==> config.mk <==
export PLATFORM = sky130hd
export DESIGN_NAME = nn_coef_loader
export DESIGN_NICKNAME = d
export VERILOG_FILES = /design/src/rtl/nn_coef_pkg.sv /design/src/rtl/nn_coef_datapath.sv /design/src/rtl/nn_coef_control.sv /design/src/rtl/nn_coef_loader.sv
export SDC_FILE = /design/constraint.sdc
export NUM_CORES = 1
export LEC_CHECK = 0
export BUFFER_PORTS_ARGS = -buffer_cell sky130_fd_sc_hd__buf_2
export CAP_MARGIN = 5
export CORE_UTILIZATION = 30
export DETAILED_ROUTE_END_ITERATION = 7
export PLACE_DENSITY = 0.61
export REMOVE_ABC_BUFFERS = 1
export SLEW_MARGIN = 20
export SYNTH_ARGS = -nofsm -noshare
export SYNTH_HDL_FRONTEND = slang
export SYNTH_SLANG_ARGS = --single-unit
==> constraint.sdc <==
create_clock -name clk -period 1.75 [get_ports clk]
set_clock_uncertainty 0.15 [all_clocks]
set_input_delay 0.175 -clock clk [delete_from_list [all_inputs] [get_ports clk]]
set_output_delay 0.175 -clock clk [all_outputs]
set_load 0.005 [all_outputs]
==> src/rtl/nn_coef_pkg.sv <==
package nn_coef_pkg;

  typedef enum logic [1:0] {
    ST_IDLE   = 2'd0,
    ST_ARM    = 2'd1,
    ST_DATA   = 2'd2,
    ST_DISARM = 2'd3
  } loadState_t;

  typedef struct packed {
    logic clear;
    logic advance;
    logic selData;
    logic idxArm;
  } ctrlStrobes_t;

endpackage

==> src/rtl/nn_coef_datapath.sv <==
module nn_coef_datapath
  import nn_coef_pkg::*;
#(
  parameter int NUM_PHASES  = 17,
  parameter int NUM_TAPS    = 7,
  parameter int CENTER_TAP  = 3,
  parameter int COEF_W      = 16,
  parameter int DATA_W      = 32,
  parameter int AUTOINC_BIT = 10,
  parameter logic [COEF_W-1:0] CENTER_VAL = 16'h0800,
  parameter logic [COEF_W-1:0] SIDE_VAL   = 16'h3000
) (
  input  logic              clk,
  input  logic              rstN,
  input  ctrlStrobes_t      strobes,
  output logic [DATA_W-1:0] wrData,
  output logic              lastWord
);

  localparam int NUM_COEFS = NUM_PHASES * NUM_TAPS;
  localparam int PER_WORD  = DATA_W / COEF_W;
  localparam int NUM_WORDS = (NUM_COEFS + PER_WORD - 1) / PER_WORD;
  localparam int TAP_W     = $clog2(NUM_TAPS);
  localparam int WORD_W    = $clog2(NUM_WORDS);
  localparam logic [TAP_W:0]  TAPS_EXT = (TAP_W+1)'(NUM_TAPS);
  localparam logic [TAP_W:0]  STEP_EXT = (TAP_W+1)'(PER_WORD % NUM_TAPS);
  localparam logic [TAP_W-1:0] CENTER_T = TAP_W'(CENTER_TAP);
  localparam logic [WORD_W-1:0] LAST_IDX = WORD_W'(NUM_WORDS - 1);
  localparam logic [DATA_W-1:0] IDX_ARM_WORD = DATA_W'(1) << AUTOINC_BIT;

  logic [TAP_W-1:0]  tapBase;
  logic [WORD_W-1:0] wordIdx;
  logic [TAP_W:0]    stepSum;
  logic [TAP_W:0]    stepWrap;
  logic [DATA_W-1:0] dataWord;

  // Next base tap: advance by the lanes per word, wrapped modulo the tap count.
  assign stepSum  = {1'b0, tapBase} + STEP_EXT;
  assign stepWrap = (stepSum >= TAPS_EXT) ? (stepSum - TAPS_EXT) : stepSum;

  always_ff @(posedge clk or negedge rstN) begin
    if (!rstN) begin
      tapBase <= '0;
      wordIdx <= '0;
    end else if (strobes.clear) begin
      tapBase <= '0;
      wordIdx <= '0;
    end else if (strobes.advance) begin
      tapBase <= stepWrap[TAP_W-1:0];
      wordIdx <= wordIdx + 1'b1;
    end
  end

  // One lane per packed coefficient; lane 0 sits in the low bits.
  for (genvar lane = 0; lane < PER_WORD; lane++) begin : g_lane
    localparam logic [TAP_W:0] LANE_OFF = (TAP_W+1)'(lane % NUM_TAPS);
    logic [TAP_W:0]    laneSum;
    logic [TAP_W:0]    laneWrap;
    logic [TAP_W-1:0]  laneTap;
    logic [COEF_W-1:0] laneCoef;

    assign laneSum  = {1'b0, tapBase} + LANE_OFF;
    assign laneWrap = (laneSum >= TAPS_EXT) ? (laneSum - TAPS_EXT) : laneSum;
    assign laneTap  = laneWrap[TAP_W-1:0];
    assign laneCoef = (laneTap == CENTER_T) ? CENTER_VAL : SIDE_VAL;
    assign dataWord[lane*COEF_W +: COEF_W] = laneCoef;
  end

  if (PER_WORD * COEF_W < DATA_W) begin : g_pad
    assign dataWord[DATA_W-1:PER_WORD*COEF_W] = '0;
  end

  always_comb begin
    if (strobes.selData)     wrData = dataWord;
    else if (strobes.idxArm) wrData = IDX_ARM_WORD;
    else                     wrData = '0;
  end

  assign lastWord = (wordIdx == LAST_IDX);

  // the base tap never leaves the legal range.
  a_r4_tap_range: assert property (@(posedge clk) disable iff (!rstN)
    tapBase < TAP_W'(NUM_TAPS));

  // the word counter is never stepped beyond the final word.
  a_r3_no_overrun: assert property (@(posedge clk) disable iff (!rstN)
    strobes.advance |-> (wordIdx < LAST_IDX));

  // a fresh load restarts from word 0.
  a_r3_clear_to_zero: assert property (@(posedge clk) disable iff (!rstN)
    strobes.clear |=> (wordIdx == '0));

endmodule

==> src/rtl/nn_coef_control.sv <==
module nn_coef_control
  import nn_coef_pkg::*;
(
  input  logic         clk,
  input  logic         rstN,
  input  logic         start,
  input  logic         wrReady,
  input  logic         lastWord,
  output ctrlStrobes_t strobes,
  output logic         wrValid,
  output logic         busy,
  output logic         done
);

  loadState_t state;
  loadState_t stateNext;
  logic       accept;
  logic       doneQ;

  assign wrValid = (state != ST_IDLE);
  assign busy    = (state != ST_IDLE);
  assign accept  = wrValid && wrReady;
  assign done    = doneQ;

  always_comb begin
    stateNext = state;
    unique case (state)
      ST_IDLE:   if (start) stateNext = ST_ARM;
      ST_ARM:    if (accept) stateNext = ST_DATA;
      ST_DATA:   if (accept && lastWord) stateNext = ST_DISARM;
      ST_DISARM: if (accept) stateNext = ST_IDLE;
      default:   stateNext = ST_IDLE;
    endcase
  end

  always_comb begin
    strobes         = '0;
    strobes.clear   = (state == ST_IDLE) && start;
    strobes.advance = (state == ST_DATA) && accept && !lastWord;
    strobes.selData = (state == ST_DATA);
    strobes.idxArm  = (state == ST_ARM);
  end

  always_ff @(posedge clk or negedge rstN) begin
    if (!rstN) begin
      state <= ST_IDLE;
      doneQ <= 1'b0;
    end else begin
      state <= stateNext;
      doneQ <= (state == ST_DISARM) && accept;
    end
  end

  // completion is a single-cycle pulse.
  a_r8_done_pulse: assert property (@(posedge clk) disable iff (!rstN)
    done |=> !done);

  // when completion is flagged the sequencer is idle and offers nothing.
  a_r8_done_idle: assert property (@(posedge clk) disable iff (!rstN)
    done |-> (!busy && !wrValid));

  // a start while loading does not cut the load short.
  a_r9_start_ignored: assert property (@(posedge clk) disable iff (!rstN)
    (busy && start && !(state == ST_DISARM && wrReady)) |=> busy);

  // an unaccepted offer stays offered.
  a_r7_valid_held: assert property (@(posedge clk) disable iff (!rstN)
    (wrValid && !wrReady) |=> wrValid);

endmodule

==> src/rtl/nn_coef_loader.sv <==
module nn_coef_loader
  import nn_coef_pkg::*;
#(
  parameter int NUM_PHASES  = 17,
  parameter int NUM_TAPS    = 7,
  parameter int CENTER_TAP  = 3,
  parameter int COEF_W      = 16,
  parameter int DATA_W      = 32,
  parameter int AUTOINC_BIT = 10
) (
  input  logic              clk,
  input  logic              rstN,
  input  logic              start,
  input  logic              wrReady,
  output logic              wrValid,
  output logic              wrSel,
  output logic [DATA_W-1:0] wrData,
  output logic              busy,
  output logic              done
);

  ctrlStrobes_t strobes;
  logic         lastWord;

  nn_coef_control u_control (
    .clk      (clk),
    .rstN     (rstN),
    .start    (start),
    .wrReady  (wrReady),
    .lastWord (lastWord),
    .strobes  (strobes),
    .wrValid  (wrValid),
    .busy     (busy),
    .done     (done)
  );

  nn_coef_datapath #(
    .NUM_PHASES  (NUM_PHASES),
    .NUM_TAPS    (NUM_TAPS),
    .CENTER_TAP  (CENTER_TAP),
    .COEF_W      (COEF_W),
    .DATA_W      (DATA_W),
    .AUTOINC_BIT (AUTOINC_BIT)
  ) u_datapath (
    .clk      (clk),
    .rstN     (rstN),
    .strobes  (strobes),
    .wrData   (wrData),
    .lastWord (lastWord)
  );

  assign wrSel = strobes.selData;

  // a stalled write keeps its target and payload.
  a_r7_payload_held: assert property (@(posedge clk) disable iff (!rstN)
    (wrValid && !wrReady) |=> ($stable(wrSel) && $stable(wrData)));

  // an index write carries either the arm word or zero.
  a_r2_r6_index_values: assert property (@(posedge clk) disable iff (!rstN)
    (wrValid && !wrSel) |-> (wrData == (DATA_W'(1) << AUTOINC_BIT) || wrData == '0));

endmodule

==> results of run 1 <==
==> cell families after synthesis <==
group	after synthesis
buf+inv	38
compound gates	17
mux	3
xor+xnor	2
other cells	1
flops	12
simple gates	31
fa+ha+maj	13
==> flip-flops by register name (all words and copies together) (netlist names) <==
register            count
u_datapath.wordIdx      6
u_datapath.tapBase      3
u_control.state         2
u_control.done          1
==> final timing paths <==
check / from / end / slack [ns] / depth (start not counted)
setup / recovery: u_datapath.tapBase[1] / wrData[28] / -0.27 / 6
hold / removal: rstN / u_datapath.tapBase[2] / 0.17 / 2
hold reg to reg: u_datapath.wordIdx[5] / u_datapath.wordIdx[5] / 0.36 / 1
max in group asynchronous: rstN / u_control.state[1] / 1.04 / 2
min in group clk: wrReady / u_datapath.wordIdx[4] / 0.23 / 5
setup reg to reg: u_datapath.tapBase[1] / u_datapath.tapBase[2] / -0.09 / 8
==> area by class of cell <==
cell class / instances / share of cell area, %
Clock buffer: 3 / 1.50
Inverter: 9 / 2.24
Multi-Input combinational cell: 91 / 53.3
Sequential cell: 12 / 20.1
Tap cell: 46 / 3.82
Timing Repair Buffer: 38 / 19.0
==> report_power, final <==
part           switching, µW  internal (µW)  leakage (µW)
Sequential              96.9            360      0.000157
Combinational            687            816      0.000524
Clock                   89.5           79.6     0.0000138
Total                    873           1260      0.000694
==> layout by cell type, fill, tap and decap left out, types with 4 or more instances in the layout <==
cell / netlist / final
inv_2: 1 / 6
dfrtp_1: 12 / 10
buf_2: 0 / 12
buf_6: 0 / 7
conb_1: 1 / 25
nand3_1: 7 / 7
ha_4: 0 / 7
nand2_1: 5 / 5
buf_4: 29 / 17
o21ai_1: 4 / 4
==> routing by layer <==
| layer | vias to the layer above | routed length, µm | share of wire (%) |
|---|---|---|---|
| met5 | - | 0 | 0 |
| met4 | 0 | 34 | 1.4 |
| met3 | 4 | 78 | 3.1 |
| met2 | 29 | 1470 | 59 |
| met1 | 412 | 908 | 37 |
| li1 | 414 | - | - |
==> worst max-delay path, cell delays in order (launching register included) <==
cell	delay, ns
dfrtp_1	0.42
ha_2	0.21
ha_4	0.28
and3_4	0.19
o21bai_4	0.06
and2_4	0.14
buf_2	0.12
==> stage by stage <==
| step | util, % | power [µW] | cell area, µm² | std cells | setup WS [ns] |
|---|---|---|---|---|---|
| 2_1_floorplan | - | 1050 | 967 | 112 | 0.000198 |
| 3_3_place_gp | 34.7 | 1400 | 1180 | 184 | 0.0132 |
| 3_5_place_dp | 34.7 | 1470 | 1180 | 184 | -0.0609 |
| 4_1_cts | 41.0 | 1900 | 1400 | 197 | -0.258 |
| 5_1_grt | 44.1 | 2310 | 1510 | 199 | -0.326 |
| 6_report | 44.1 | 2130 | 1510 | 199 | -0.272 |
==> repair_timing <==
action | 4_1_cts | 5_1_grt
hold endpoints to repair | 14 | 0
hold buffers | 2 | 0
buffers inserted | 8 | 3
pin swaps | 12 | 7
endpoints found under the setup margin | 10 | 14
resized for setup | 22 | 20
==> impl_metrics.toml, run 1 <==
[layout]
synthToLayoutAreaGrowth_pct = 37.5
num-fill-cells = 343
diodes = 0
multi_input_area_um2 = 802
drive_above_1_share_pct = 51.0
sequential_cell_area_um2 = 303
num-nets-final = 172

[synthesis]
synth_cell_type_count = 36
ys.flop_type = "dfrtp_1"
synth_most_common_cell = "buf_4"
syn_avg_cell_area_um2 = 9.36
synth_warnings = 0
synth_top_area_share_pct = 27.4
yosys.area.top_type = "dfrtp_1"
synth-compound-area-share_pct = 10.5
yosys.area_share.xor_xnor_pct = 1.60
async_flop_share_pct = 100
yosysSeqAreaShare_pct = 27.4
synth_top_family_by_area = "buffers and inverters"
synth_cells = 117
synth_edf_count = 0
ys_ff_latch = 12
synthesis.area_um2 = 1090
yosys.area_share.simple_pct = 18.4
yosys.area_share.adder_pct = 15.5
synth_commonest_cells = "29 x buf_4, 12 x dfrtp_1, 12 x ha_1"
synthTopCellsByArea = "dfrtp_1 27%, buf_4 20%, ha_1 14%"
synth_mux_area_share_pct = 3.20

[power]
vdd_drop_max_v = 0.000749
p_leak_uw = 0.000694
power.density_nw_per_um2 = 1410

[clock_network]
cts.sinks = 12
cts_buffers = 3
cts.reportedPaths.clkPinSlew_ns = 0.07
tritoncts = "built"
cts_root_buffer = "clkbuf_4"
h-tree-depth = 1
clk_latency_ns = 0.27
clockBufferDepth = 2

[grt]
grt_util_met3_pct = 1.64
grt_max_degree = 13
use_met1_pct = 13.3
use_met2_pct = 26.4
grt_pass1_vias = 883
busiest_layer = "met2"
grt-ovfl-total = 0
antenna_found_initial = 0
grt_pass1_wl_um = 3970
track_usage_pct = 13.0

[die]
initial_core_util_pct = 32.1
core_um2 = 3420
dieHeight_um = 62.4
die_x_um = 62.4
fp-row-count = 21
ioPinCount = 40
die-area_um2 = 3900

[placement]
io_buffers = 14
routabilityCongestion = 0.716
hpwlAfterDp_um = 1730

[run_status]
violations = "negative setup slack"
outcome = "finished with violations"

[timing]
fin_crit_sh_pct = 116
maxSlewViolCount = 0
hold_viol = 0
finalWorstSetupSlack_ns = -0.272
period_needed_ns = 2.02
fmax_mhz = 494
finalSetupViolCount = 8
holdWs_ns = 0.167
setup_tns_ns = -1.43
rsz0062_at_grt = "true"

[routing]
remaining_drc_errors = 0
dr.first_iter.drc_count = 14
totalWireLength_um = 2490
viasPerCell = 4.32
detail-route-antenna-nets = 0
drt_pre_antenna_iters = 4
wl_per_cell_um = 12.5
vias = 859

[critical_path]
crit_path_start_kind = "flop"
end_kind = "output port"
arrival_ns = 1.70
path_class = "reg -> out"
cp_max_fo = 4
worst_ep_required_time_ns = 1.42

[flow_run]
maxCapViolCount = 0

[hold_path]
hold_class = "in -> async"
No activity file was read; power rests on OpenSTA's default activity.
==> run 2: changes to the inputs <==
- CELL_PAD_IN_SITES_DETAIL_PLACEMENT: default -> 1
- CELL_PAD_IN_SITES_GLOBAL_PLACEMENT: default -> 2
- CORE_UTILIZATION: 30 -> 25
- PLACE_DENSITY: 0.61 -> 0.8
==> impl_metrics.toml, run 2 (same netlist as run 1, synthesis figures left out) <==
[power]
seqPwrFrac_pct = 22.8
p_switching_uw = 778
vdd_drop_max_v = 0.000662
internal_power_uw = 1170
p_leak_uw = 0.000655
power.density_nw_per_um2 = 1420
p_clk_share_pct = 12.8
p_comb_share_pct = 64.4
switching_share_pct = 39.9

[timing]
setup_tns_ns = -1.19
fin_crit_sh_pct = 113
finalWorstSetupSlack_ns = -0.229
rsz0062_at_grt = "true"
hold_viol = 0
fmax_mhz = 505
finalSetupViolCount = 6
maxSlewViolCount = 0
period_needed_ns = 1.98

[routing]
viasPerCell = 4.22
drt_pre_antenna_iters = 2
vias = 832
wl_per_cell_um = 11.8
remaining_drc_errors = 0
dr.first_iter.drc_count = 9
detail-route-antenna-nets = 0
totalWireLength_um = 2330

[grt]
grt_pass1_vias = 873
grt_max_degree = 13
grt-ovfl-total = 0
track_usage_pct = 10.7
antenna_found_initial = 0
grt_pass1_wl_um = 3790

[run_status]
violations = "negative setup slack"
outcome = "finished with violations"

[die]
dieHeight_um = 68.2
die-area_um2 = 4650
core_um2 = 4120
initial_core_util_pct = 26.6
die_x_um = 68.2
fp-row-count = 23
ioPinCount = 40

[critical_path]
cp_max_fo = 4
worst_ep_required_time_ns = 1.42
path_class = "reg -> out"
worst-r2r-setup-slack_ns = 0
r2r-end = "u_control.state[1]"
crit_path_start_kind = "flop"
crit_end = "wrData[13]"
reg2reg_depth = 6
rr_startpoint = "u_control.state[1]"
end_kind = "output port"
worstSetupStartpoint = "u_datapath.tapBase[1]"
arrival_ns = 1.65

[layout]
num-fill-cells = 485
synthToLayoutAreaGrowth_pct = 25.5
largest_register_ffs = 6
num-nets-final = 166
drive_above_1_share_pct = 40.8
reg_top3 = "u_datapath.wordIdx x6, u_datapath.tapBase x3, u_control.state x2"
diodes = 0
final_cells = 197
regMostFlops = "u_datapath.wordIdx"
post-route-util_pct = 33.4
final_cell_mix = "25 x conb_1, 15 x buf_4, 14 x buf_2"
final_common_cell = "conb_1"

[clock_network]
tritoncts = "built"
clk_latency_ns = 0.24
cts.reportedPaths.clkPinSlew_ns = 0.05
cts.sinks = 12
h-tree-depth = 1
cts_buffers = 3
cts_root_buffer = "clkbuf_8"
clockBufferDepth = 2

[hold_path]
hold_class = "in -> reg"
holdPathStages = 2

[placement]
placedCellCount = 192
post-place-ws_ns = -0.0597
routabilityCongestion = 0.738
io_buffers = 14
hpwlAfterDp_um = 1870

[flow_run]
maxCapViolCount = 0
run 2: cell types whose count changed in the layout (fill, tap and decap cells not counted), sizes merged:
cell         change
dlygate4sd3      -1
buf              -5
run 2: metrics by stage:
stage          total power (µW)  hold slack (ns)  cell area [µm²]
3_3_place_gp               1450          -0.0757             1220
4_1_cts                    1850           0.0185             1310
6_report                   1950           0.0142             1370
5_1_grt                    2150           0.0417             1370
3_5_place_dp               1520          -0.0651             1220
2_1_floorplan              1050           -0.271              967
run 2: worst max-delay path, stage by stage, from the launching register on:
cell     delay, ns
dfrtp_1       0.40
buf_4         0.17
ha_2          0.19
nor4_2        0.27
a21oi_1       0.09
and2_1        0.18
buf_2         0.12
run 2: repair_timing:
item                                    4_1_cts  5_1_grt
hold endpoints to repair                     12        0
resized for setup                             7       12
hold buffers                                  1        0
cloned                                        0        0
endpoints found under the setup margin        9       13
pin swaps                                     3        6
setup buffers                                 0        1
run 2: power by group through the flow:
stage / clock, µW / sequential [µW] / combinational (µW)
floorplan: 0 / 433 / 612
global placement: 0 / 417 / 1030
detailed placement: 0 / 428 / 1100
CTS: 259 / 428 / 1160
global route: 271 / 458 / 1420
finish: 250 / 444 / 1260
run 2: metal layers:
layer	global-route usage, %	wire [µm]	vias up
met5	0	0	-
met4	1.56	0	0
met3	1.00	64	0
met2	22.2	1330	22
met1	11.5	931	410
li1	-	-	400
run 2: layout make-up:
cell class              instances  area, µm²  area share (%)
clock buffers                   3       41.3            3.01
inverters                       9       33.8            2.46
multi-input cells              91        719            52.4
flip-flops and latches         12        302            21.9
well taps                      50       62.6            4.55
repair buffers                 32        215            15.7
run 2: how the worst min path moves through the flow:
stage	startpoint	endpoint
3_3_place_gp	rstN	u_control.done
3_5_place_dp	rstN	u_control.done
2_1_floorplan	rstN	u_control.done
6_report	start	u_datapath.wordIdx[3]
4_1_cts	start	u_datapath.wordIdx[3]
5_1_grt	start	u_datapath.wordIdx[3]
==> run 3: changes to the inputs <==
- TNS_END_PERCENT: default -> 30
==> impl_metrics.toml, run 3 (same netlist as run 1, synthesis figures left out) <==
[run_status]
outcome = "finished with violations"
violations = "negative setup slack"

[critical_path]
crit_chain = "buf_4, ha_2, nor4_4, a21oi_1, and2_1, buf_2"
cp.buffers_inverters = 2
critPathMaxStageDelay_ns = 0.40
worst-r2r-setup-slack_ns = 0.01
end_kind = "output port"
crit_end = "wrData[13]"
crit_path_start_kind = "flop"
path_depth = 6
r2r-end = "u_control.state[1]"
cp_slowest_cell = "dfrtp_1"
rr_startpoint = "u_control.state[0]"
path_class = "reg -> out"
cp_max_fo = 4
path_delay_family = "simple AND/OR/NAND/NOR gates"
worst_ep_required_time_ns = 1.42
worstSetupStartpoint = "u_datapath.tapBase[1]"
arrival_ns = 1.65
reg2reg_depth = 6

[power]
vdd_drop_max_v = 0.000707
power.density_nw_per_um2 = 1370
p_leak_uw = 0.000648

[layout]
num-fill-cells = 488
reg_top3 = "u_datapath.wordIdx x6, u_datapath.tapBase x3, u_control.state x2"
final_cells = 196
diodes = 0
num-nets-final = 165
drive_above_1_share_pct = 37.7
final_common_cell = "conb_1"
design_area_um2 = 1330
largest_register_ffs = 6
multi_input_area_um2 = 696
regMostFlops = "u_datapath.wordIdx"
synthToLayoutAreaGrowth_pct = 21.8
sequential_cell_area_um2 = 300
final_cell_mix = "25 x conb_1, 16 x buf_4, 14 x buf_2"

[clock_network]
cts_root_buffer = "clkbuf_8"
clockBufferDepth = 2
h-tree-depth = 1
cts.sinks = 12
clk_latency_ns = 0.23
cts.reportedPaths.clkPinSlew_ns = 0.05
cts_setup_buffers = 0
tritoncts = "built"
cts_buffers = 3

[die]
initial_core_util_pct = 26.6
fp-row-count = 23
ioPinCount = 40
core_um2 = 4120
dieHeight_um = 68.2
die-area_um2 = 4650
die_x_um = 68.2

[timing]
finalWorstSetupSlack_ns = -0.225
fin_crit_sh_pct = 113
period_needed_ns = 1.98
hold_viol = 0
fmax_mhz = 506
rsz0062_at_grt = "true"
finalSetupViolCount = 6
maxSlewViolCount = 0

[placement]
hpwlAfterDp_um = 1870
io_buffers = 14
place_area_um2 = 1220
placedCellCount = 192
routabilityCongestion = 0.738

[grt]
grt_pass1_vias = 873
grt-ovfl-total = 0
antenna_found_initial = 0
track_usage_pct = 10.7
grt_pass1_wl_um = 3790
grt_max_degree = 13

[routing]
detail-route-antenna-nets = 0
drt_pre_antenna_iters = 2
remaining_drc_errors = 0
viasPerCell = 4.24
dr.first_iter.drc_count = 10
totalWireLength_um = 2330
wl_per_cell_um = 11.9
vias = 831

[hold_path]
hold_class = "in -> reg"
min_from = "start"

[flow_run]
maxCapViolCount = 0
run 3: cell count changes in the layout (fill, tap and decap cells not counted):
cell / change
buf_4: +1
buf_6: -2
dfrtp_1: +1
dfrtp_2: -1
ha_1: +1
ha_2: +2
ha_4: -3
inv_1: +2
inv_2: -2
nor4_2: -1
nor4_4: +1
run 3: worst min path at each step:
stage,to,depth (start not counted)
2_1_floorplan,u_control.done,0
3_3_place_gp,u_control.done,1
3_5_place_dp,u_control.done,1
4_1_cts,u_datapath.wordIdx[3],2
5_1_grt,u_datapath.wordIdx[3],2
6_report,u_datapath.wordIdx[3],2
run 3: power by group:
group / total (µW) / internal [µW] / switching, µW
registers: 433 / 356 / 76.4
logic: 1150 / 586 / 561
clock network: 248 / 151 / 96.9
total: 1830 / 1090 / 735
run 3: cell type report:
type | instances | area share, %
clock buffers | 3 | 3.10
inverters | 9 | 2.53
multi-input cells | 91 | 52.2
flip-flops and latches | 12 | 22.5
well taps | 50 | 4.69
repair buffers | 31 | 15.0
run 3: metal layers:
layer | GRT usage [%] | share of wire [%] | wire length [µm] | up-vias
li1 | - | - | - | 397
met1 | 11.5 | 40 | 925 | 412
met2 | 22.2 | 58 | 1350 | 22
met3 | 1.00 | 2.7 | 64 | 0
met4 | 1.56 | 0 | 0 | 0
met5 | 0 | 0 | 0 | -
run 3: worst register-to-register path: stages (launching register included):
cell and delay (ns):
dfrtp_1 0.37, buf_4 0.15, ha_1 0.20, nor3_2 0.19, o22ai_2 0.10, nor2_2 0.15, mux2_4 0.31
run 3: metrics by stage:
stage / setup WS, ns / total power [µW] / TNS [ns] / hold slack, ns / utilization, %
3_5_place_dp: -0.0597 / 1520 / -0.251 / -0.0651 / 29.6
3_3_place_gp: 0.0100 / 1450 / 0 / -0.0757 / 29.6
6_report: -0.225 / 1830 / -1.19 / 0.0171 / 32.4
5_1_grt: -0.317 / 2020 / -1.81 / 0.0417 / 32.4
4_1_cts: -0.237 / 1850 / -1.26 / 0.0185 / 31.9
2_1_floorplan: 0.000198 / 1050 / 0 / -0.271 / -
run 3: timing repair:
action / CTS / global route
cloned: 0 / 0
setup endpoints to repair: 9 / 13
endpoints found under the hold margin: 12 / 0
hold buffers: 1 / 0
gates resized for setup: 7 / 4
pin swaps: 2 / 3
